[config.mk]
export PLATFORM = sky130hd
export DESIGN_NAME = zcmp_top
export DESIGN_NICKNAME = d
export VERILOG_FILES = /design/src/rtl/zcmp_pkg.sv /design/src/rtl/zcmp_field_split.sv /design/src/rtl/zcmp_classify.sv /design/src/rtl/zcmp_cond_map.sv /design/src/rtl/zcmp_top.sv
export SDC_FILE = /design/constraint.sdc
export NUM_CORES = 1
export LEC_CHECK = 0
export ABC_CLOCK_PERIOD_IN_PS = 2000
export BUFFER_PORTS_ARGS = -buffer_cell sky130_fd_sc_hd__buf_2
export CAP_MARGIN = 25
export CORE_MARGIN = 1.5
export CORE_UTILIZATION = 27
export DETAILED_ROUTE_END_ITERATION = 6
export PLACE_DENSITY_LB_ADDON = 0.08
export RECOVER_POWER = 100
export REMOVE_ABC_BUFFERS = 1
export SLEW_MARGIN = 20
export SYNTH_ARGS = -nofsm -noshare
export SYNTH_HDL_FRONTEND = slang
export SYNTH_SLANG_ARGS = --single-unit
export TNS_END_PERCENT = 5
[constraint.sdc]
create_clock -name vclk -period 2
set_input_delay 0.3 -clock vclk [all_inputs]
set_output_delay 0.3 -clock vclk [all_outputs]
set_load 0.03 [all_outputs]
[src/rtl/zcmp_pkg.sv]
package zcmp_pkg;

  localparam int unsigned OPND_W = 64;
  localparam int unsigned EXPN_W = 11;
  localparam int unsigned FRAC_W = OPND_W - EXPN_W - 1;
  localparam int unsigned CSEL_W = 4;
  localparam int unsigned NCOND  = 10;
  localparam int unsigned NCLASS = 4;

  typedef enum logic [1:0] {
    MODE_FP   = 2'd0,
    MODE_SINT = 2'd1,
    MODE_UINT = 2'd2,
    MODE_ALTU = 2'd3
  } zmode_e;

  // Positions in the one-hot class vector
  localparam int unsigned CL_ZERO = 0;
  localparam int unsigned CL_NEG  = 1;
  localparam int unsigned CL_POS  = 2;
  localparam int unsigned CL_UNO  = 3;

  // Condition codes; also bit positions in the condition vector
  localparam int unsigned CC_EQ    = 0;
  localparam int unsigned CC_NE    = 1;
  localparam int unsigned CC_LT    = 2;
  localparam int unsigned CC_LE    = 3;
  localparam int unsigned CC_GT    = 4;
  localparam int unsigned CC_GE    = 5;
  localparam int unsigned CC_ORD   = 6;
  localparam int unsigned CC_UNORD = 7;
  localparam int unsigned CC_INF   = 8;
  localparam int unsigned CC_DEN   = 9;

  typedef struct packed {
    logic sign;
    logic exp_zero;
    logic exp_ones;
    logic frac_zero;
  } zfield_t;

endpackage

[src/rtl/zcmp_field_split.sv]
module zcmp_field_split
  import zcmp_pkg::*;
#(
  parameter int unsigned W_OPND = OPND_W,
  parameter int unsigned W_EXPN = EXPN_W
) (
  input  logic [W_OPND-1:0] opnd,
  output zfield_t           fld
);

  localparam int unsigned W_FRAC = W_OPND - W_EXPN - 1;
  localparam int unsigned EXP_LO = W_FRAC;
  localparam int unsigned EXP_HI = W_FRAC + W_EXPN - 1;

  logic [W_EXPN-1:0] expn;
  logic [W_FRAC-1:0] frac;

  assign expn = opnd[EXP_HI:EXP_LO];
  assign frac = opnd[W_FRAC-1:0];

  always_comb begin
    fld.sign      = opnd[W_OPND-1];
    fld.exp_zero  = ~(|expn);
    fld.exp_ones  = &expn;
    fld.frac_zero = ~(|frac);
  end

endmodule

[src/rtl/zcmp_classify.sv]
module zcmp_classify
  import zcmp_pkg::*;
(
  input  logic [1:0]        mode,
  input  zfield_t           fld,
  output logic [NCLASS-1:0] cls,
  output logic              is_inf,
  output logic              is_den
);

  logic fp_mode;
  logic signed_mode;
  logic mag_zero;
  logic fp_nan;

  always_comb begin
    fp_mode     = (mode == MODE_FP);
    signed_mode = (mode == MODE_SINT);
    // Every bit below the sign is clear
    mag_zero    = fld.exp_zero & fld.frac_zero;
    fp_nan      = fld.exp_ones & ~fld.frac_zero;
  end

  always_comb begin
    cls    = '0;
    is_inf = 1'b0;
    is_den = 1'b0;
    if (fp_mode) begin
      is_inf = fld.exp_ones & fld.frac_zero;
      is_den = fld.exp_zero & ~fld.frac_zero;
      if (fp_nan)        cls[CL_UNO]  = 1'b1;
      else if (mag_zero) cls[CL_ZERO] = 1'b1;
      else if (fld.sign) cls[CL_NEG]  = 1'b1;
      else               cls[CL_POS]  = 1'b1;
    end else if (signed_mode) begin
      if (fld.sign)      cls[CL_NEG]  = 1'b1;
      else if (mag_zero) cls[CL_ZERO] = 1'b1;
      else               cls[CL_POS]  = 1'b1;
    end else begin
      if (mag_zero & ~fld.sign) cls[CL_ZERO] = 1'b1;
      else                      cls[CL_POS]  = 1'b1;
    end
  end

endmodule

[src/rtl/zcmp_cond_map.sv]
module zcmp_cond_map
  import zcmp_pkg::*;
#(
  parameter int unsigned N_COND = NCOND,
  parameter int unsigned W_CSEL = CSEL_W
) (
  input  logic [NCLASS-1:0] cls,
  input  logic              is_inf,
  input  logic              is_den,
  input  logic [W_CSEL-1:0] sel,
  output logic [N_COND-1:0] cvec,
  output logic              hit
);

  logic [NCOND-1:0] base;

  always_comb begin
    base            = '0;
    base[CC_EQ]     = cls[CL_ZERO];
    base[CC_NE]     = ~cls[CL_ZERO];
    base[CC_LT]     = cls[CL_NEG];
    base[CC_LE]     = cls[CL_NEG] | cls[CL_ZERO];
    base[CC_GT]     = cls[CL_POS];
    base[CC_GE]     = cls[CL_POS] | cls[CL_ZERO];
    base[CC_ORD]    = ~cls[CL_UNO];
    base[CC_UNORD]  = cls[CL_UNO];
    base[CC_INF]    = is_inf;
    base[CC_DEN]    = is_den;
  end

  for (genvar g = 0; g < N_COND; g++) begin : g_cond
    if (g < NCOND) begin : g_used
      assign cvec[g] = base[g];
    end else begin : g_spare
      assign cvec[g] = 1'b0;
    end
  end

  always_comb begin
    hit = 1'b0;
    for (int i = 0; i < N_COND; i++) begin
      if (sel == W_CSEL'(i)) hit = cvec[i];
    end
  end

endmodule

[src/rtl/zcmp_top.sv]
module zcmp_top
  import zcmp_pkg::*;
(
  input  logic [63:0] operand,
  input  logic [1:0]  mode,
  input  logic [3:0]  cond_sel,
  output logic [3:0]  class_oh,
  output logic [9:0]  cond_vec,
  output logic        cond_hit
);

  zfield_t fld;
  logic    inf_flag;
  logic    den_flag;

  zcmp_field_split #(
    .W_OPND (OPND_W),
    .W_EXPN (EXPN_W)
  ) u_split (
    .opnd (operand),
    .fld  (fld)
  );

  zcmp_classify u_class (
    .mode   (mode),
    .fld    (fld),
    .cls    (class_oh),
    .is_inf (inf_flag),
    .is_den (den_flag)
  );

  zcmp_cond_map #(
    .N_COND (NCOND),
    .W_CSEL (CSEL_W)
  ) u_map (
    .cls    (class_oh),
    .is_inf (inf_flag),
    .is_den (den_flag),
    .sel    (cond_sel),
    .cvec   (cond_vec),
    .hit    (cond_hit)
  );

endmodule

== Yosys cells after proc, flatten, opt, wreduce, memory -nomap -nowiden ==
Index checks and enable logic that the tools add are counted.

* Register bits after elaboration: 0
* Latch bits: 0
* Memory bits (writable): 0
* Bits in read-only memories: 0
* Output and inout port bits: 15
* Memories: 0

* Add/sub/neg operators: 0
* Multiply operators: 0
* Divide/modulo/power cells: 0
* Magnitude comparators: 0
* Equality and inequality tests: 10
* Shift-type cells: 0
* Muxes and demuxes: 28
* Bitwise operators: 12
* Reduce and logical (&&, ||, !) cells: 5

{| class="wikitable"
|+ Operators with widths
! cell !! count
|-
| 52-bit OR reduction || 1
|-
| 1-bit 2-to-1 mux || 25
|-
| 4-bit by 3-bit equality test with 1-bit output, second input constant || 4
|-
| 11-bit AND reduction || 1
|-
| 11-bit OR reduction || 1
|-
| 4-bit by 2-bit equality test with 1-bit output, second input constant || 2
|-
| 4-bit equality test, second input constant || 2
|-
| 3-bit 2-to-1 mux || 2
|-
| 1-bit bitwise AND || 5
|-
| 1-bit NOT || 5
|-
| 4-bit by 1-bit equality test with 1-bit output, second input constant || 1
|-
| 4-bit logical NOT || 1
|-
| 2-bit by 1-bit equality test with 1-bit output, second input constant || 1
|-
| 2-bit logical NOT || 1
|-
| 2-bit 2-to-1 mux || 1
|-
| 1-bit bitwise OR || 2
|}

== Depth between registers and ports, before layout ==
* Depth in word-level cells: 17
* Mapped depth: 9
* Depth with buffers taken out: 9

== By module ==
From an unflattened synthesis, not the netlist that was laid out.

* Cells, all modules: 61
* Area total of the unflattened synthesis: 436.7 um^2

{| class="wikitable"
|+ By module, submodules not included
! module !! instances !! cells an instance !! area an instance (um^2) !! seq. area each (um^2)
|-
| zcmp_field_split || 1 || 27 || 173.9 || 0.0
|-
| zcmp_cond_map || 1 || 23 || 170.2 || 0.0
|-
| zcmp_classify || 1 || 11 || 92.6 || 0.0
|}

== Worst setup path after synthesis ==
No wires, ideal clock.

* Path kind: input to output
* From: input operand[1]
* To: output cond_vec[4]
* Arrival time: 2.691 ns
* Data required time: 1.700 ns
* Path slack: -0.991 ns
* Cell stages on the path: 7
* Path buffers: 1
* Cell sequence: nor4_1 -> nand4_1 -> nor4_2 -> nand2b_1 -> inv_2 -> a211oi_1 -> buf_4

* Longest elaborated chain between the ends: 7

{| class="wikitable"
|+ Ends and longest elaborated chain
! element !! RTL line !! text
|-
| from (decl) || zcmp_top.sv:4 || <nowiki>input logic [63:0] operand,</nowiki>
|-
| 52-bit OR reduction (*) || zcmp_field_split.sv:25 || <nowiki>fld.frac_zero = ~(|frac);</nowiki>
|-
| 1-bit NOT || zcmp_field_split.sv:25 ||
|-
| 1-bit bitwise AND || zcmp_classify.sv:20 || <nowiki>mag_zero = fld.exp_zero & fld.frac_zero;</nowiki>
|-
| 1-bit bitwise AND / 1-bit 2-to-1 mux (equally long branches) || zcmp_classify.sv:40, zcmp_classify.sv:37 ||
|-
| 1-bit 2-to-1 mux, on equally long branches || zcmp_classify.sv:40, zcmp_classify.sv:36 ||
|-
| 1-bit 2-to-1 mux || zcmp_classify.sv:35 || <nowiki>end else if (signed_mode) begin</nowiki>
|-
| 3-bit 2-to-1 mux (*) || zcmp_classify.sv:28 || <nowiki>if (fp_mode) begin</nowiki>
|-
| to (decl) || zcmp_top.sv:8 || <nowiki>output logic [9:0] cond_vec,</nowiki>
|}

Every way passes the cells marked *; elsewhere a longest branch is shown, timed or not.

== Worst setup path after layout ==
* From: input operand[8]
* To: output cond_hit

* Longest elaborated chain between the ends: 17

{| class="wikitable"
|+ Ends and longest elaborated chain
! element !! RTL line !! text
|-
| 52-bit OR reduction (*) || zcmp_field_split.sv:25 ||
|-
| 1-bit NOT || zcmp_field_split.sv:25 ||
|-
| 1-bit bitwise AND || zcmp_classify.sv:20 ||
|-
| 1-bit bitwise AND / 1-bit 2-to-1 mux (equally long branches) || zcmp_classify.sv:40, zcmp_classify.sv:32, zcmp_classify.sv:37 ||
|-
| 1-bit 2-to-1 mux, on equally long branches || zcmp_classify.sv:40, zcmp_classify.sv:36 ||
|-
| 1-bit 2-to-1 mux || zcmp_classify.sv:35 ||
|-
| 3-bit 2-to-1 mux || zcmp_classify.sv:28 ||
|-
| 1-bit 2-to-1 mux / 1-bit NOT (equally long branches) || zcmp_cond_map.sv:42, zcmp_cond_map.sv:20 ||
|-
| 1-bit 2-to-1 mux (8 in series) || zcmp_cond_map.sv:42 || <nowiki>if (sel == W_CSEL'(i)) hit = cvec[i];</nowiki>
|-
| 1-bit 2-to-1 mux (*) || zcmp_cond_map.sv:42 ||
|-
| to (decl) || zcmp_top.sv:9 || <nowiki>output logic cond_hit</nowiki>
|}

Marks and branches as above.

==> flow_metrics.py <==
metrics = {
    "layout": {
        "mostFrequentLayoutCell": "buf_2",
        "utilization": 0.691,
        "seq_cells": 0,
        "syn2layout_area_growth_pct": 134,
        "multi_input_area_um2": 573,
        "n_antenna_cell": 0,
        "drive_gt1_frac": 0.669,
        "fin_nets": 250,
        "fin_area_um2": 1220,
        "fillers": 176,
        "nClkBuffers": 0,
        "ff_latch_area_um2": 0,
        "final_cell_mix": "buf_2 (71), buf_4 (19), nor2_1 (11), buf_6 (9), nor4_1 (8)",
    },
    "die": {
        "fp.coreArea_um2": 1760,
        "die_w_um": 46.9,
        "fp.dieH_um": 46.9,
        "boundaryPins": 85,
        "initial_core_util": 0.295,
        "row_count": 15,
        "die_area_um2": 2200,
    },
    "logic_synthesis": {
        "synth_top_family_by_area": "simple AND/OR/NAND/NOR gates",
        "syn_inst": 87,
        "synth_area_um2": 520,
        "synth_compound_area_frac": 0.178,
        "yosys.area_share.simple": 0.649,
        "synth_cell_types": 28,
        "yosysSeqAreaShare": 0,
        "synthXorXnorAreaFrac": 0,
        "synth.area.mux_share": 0.0409,
        "synth_top_area_cell": "nor4_1",
        "synthAdderAreaFrac": 0,
        "netlist_top_cells_area": "nor4_1 (20%), buf_4 (8.7%), nor2_1 (8.7%)",
        "yosys_warnings": 0,
        "syn_area_per_cell_um2": 5.98,
        "synth_top_area_frac": 0.204,
    },
    "timing": {
        "worst-slew-pin-transition_ns": 0.413,
        "fin_crit_sh": 1.30,
        "setup_viol": 10,
        "setup_slack_ns": -0.597,
        "relSlewSlack": 0.722,
        "finalMaxSlewViolations": 0,
        "min_period_ns": 2.60,
        "max_freq_mhz": 385,
        "rsz0062_at_grt": "true",
        "hold_viol_final": 0,
    },
    "global_route": {
        "grt_overflow": 0,
        "grt_pass1_vias": 940,
        "grt_pass1_wl_mm": 3.48,
        "antenna_found_initial": 0,
        "grt_max_degree": 12,
        "grtUsageTotal": 0.206,
    },
    "routing": {
        "route.detailed.drc": 0,
        "wl_mm": 2.40,
        "antenna_left": 0,
        "dr.pass1.iters": 4,
        "vias_per_cell": 5.14,
        "wl_per_cell_um": 11.8,
        "num_vias": 1044,
        "drt_iter0_markers": 8,
    },
    "setup_path": {
        "arrival_ns": 2.30,
        "crit_path_end_kind": "output pin",
        "critical_path.max_fanout": 11,
        "critPathLaunchType": "input pin",
        "critPathKind": "in -> out",
        "worstPathRequired_ns": 1.70,
    },
    "worst_hold_path": {
        "hp-start": "cond_sel[0]",
        "whs_path_depth": 3,
        "holdPathEnd": "cond_hit",
        "hold_class": "in -> out",
    },
    "run_status": {
        "violations": "setup timing",
        "outcome": "finished with violations",
    },
    "place": {
        "dp_hpwl_mm": 1.97,
        "place.gp.congestion": 0.817,
        "placed_area_um2": 1020,
        "numPortBuffers": 85,
    },
    "clock_network": {
        "holdBufCountCts": 0,
    },
    "power": {
        "p_per_area_nw_per_um2": 148,
        "leakage_nw": 0.599,
        "ir_drop_v": 0.000100,
    },
    "run": {
        "max_cap_violations": 0,
    },
}
-- layer usage --
layer  global-route usage  share of wire  vias up
met2                0.444           0.57       50
met5                    0              0        -
met1                0.218           0.37      477
li1                     -              -      517
met3               0.0154          0.060        0
met4               0.0167              0        0
-- cells in the mapped netlist (all sizes together), types with 3 or more instances --
library cell,count
nor3,3
nand3,6
o21ai,5
buf,8
nand2,4
nand4,5
nand2b,3
inv,4
nor2,12
nand3b,4
nor2b,3
nor4,18
-- report_power, final --
part	internal, W	switching [W]
Combinational	0.0000950	0.0000859
Clock	0	0
Sequential	0	0
Total	0.0000950	0.0000859
-- per-stage QoR --
| step | instances | power (W) | setup TNS, ns | hold WS, ns | setup WS [ns] |
|---|---|---|---|---|---|
| 2_1_floorplan | 79 | 0.0000511 | -8.64 | 0.786 | -1.72 |
| 3_3_place_gp | 202 | 0.000144 | -2.89 | 1.05 | -0.551 |
| 3_5_place_dp | 202 | 0.000149 | -3.18 | 1.05 | -0.605 |
| 4_1_cts | 203 | 0.000159 | -2.37 | 1.05 | -0.520 |
| 5_1_grt | 203 | 0.000195 | -3.48 | 1.07 | -0.682 |
| 6_report | 203 | 0.000181 | -2.48 | 1.04 | -0.597 |
-- how the worst max path moves through the flow --
| stage | startpoint | cells past startpoint | slack [ns] | end |
|---|---|---|---|---|
| final | operand[8] | 10 | -0.60 | cond_hit |
| after global routing | operand[8] | 11 | -0.68 | cond_hit |
| after CTS | operand[7] | 11 | -0.52 | cond_hit |
| after detailed placement | operand[7] | 11 | -0.61 | cond_hit |
| after global placement | operand[0] | 11 | -0.55 | cond_hit |
| after floorplan | operand[1] | 6 | -1.72 | class_oh[2] |
-- critical path, cell delays in order --
cell and delay, ns:
buf_2 0.11, nor4_2 0.26, nand4_1 0.14, nor4_2 0.35, buf_4 0.25, mux2_4 0.34
nor2_1 0.16, nor3_2 0.06, o221ai_2 0.17, buf_6 0.16
-- area by class of cell --
type,count,area share
Inverter,4,0.0123
Timing Repair Buffer,99,0.492
Tap cell,25,0.0257
Multi-Input combinational cell,75,0.470
-- repair_timing --
| item | CTS | global route |
|---|---|---|
| pin swaps | 3 | 10 |
| setup buffers | 1 | 0 |
| setup endpoints to repair | 10 | 15 |
| gates resized for setup | 18 | 26 |
-- cells by family after synthesis --
logic type             Yosys count
AO/OA/AOI/OAI                   13
buffers and inverters           12
multiplexers                     2
AND/OR/NAND/NOR                 60
(Power assumes the default switching activity.)
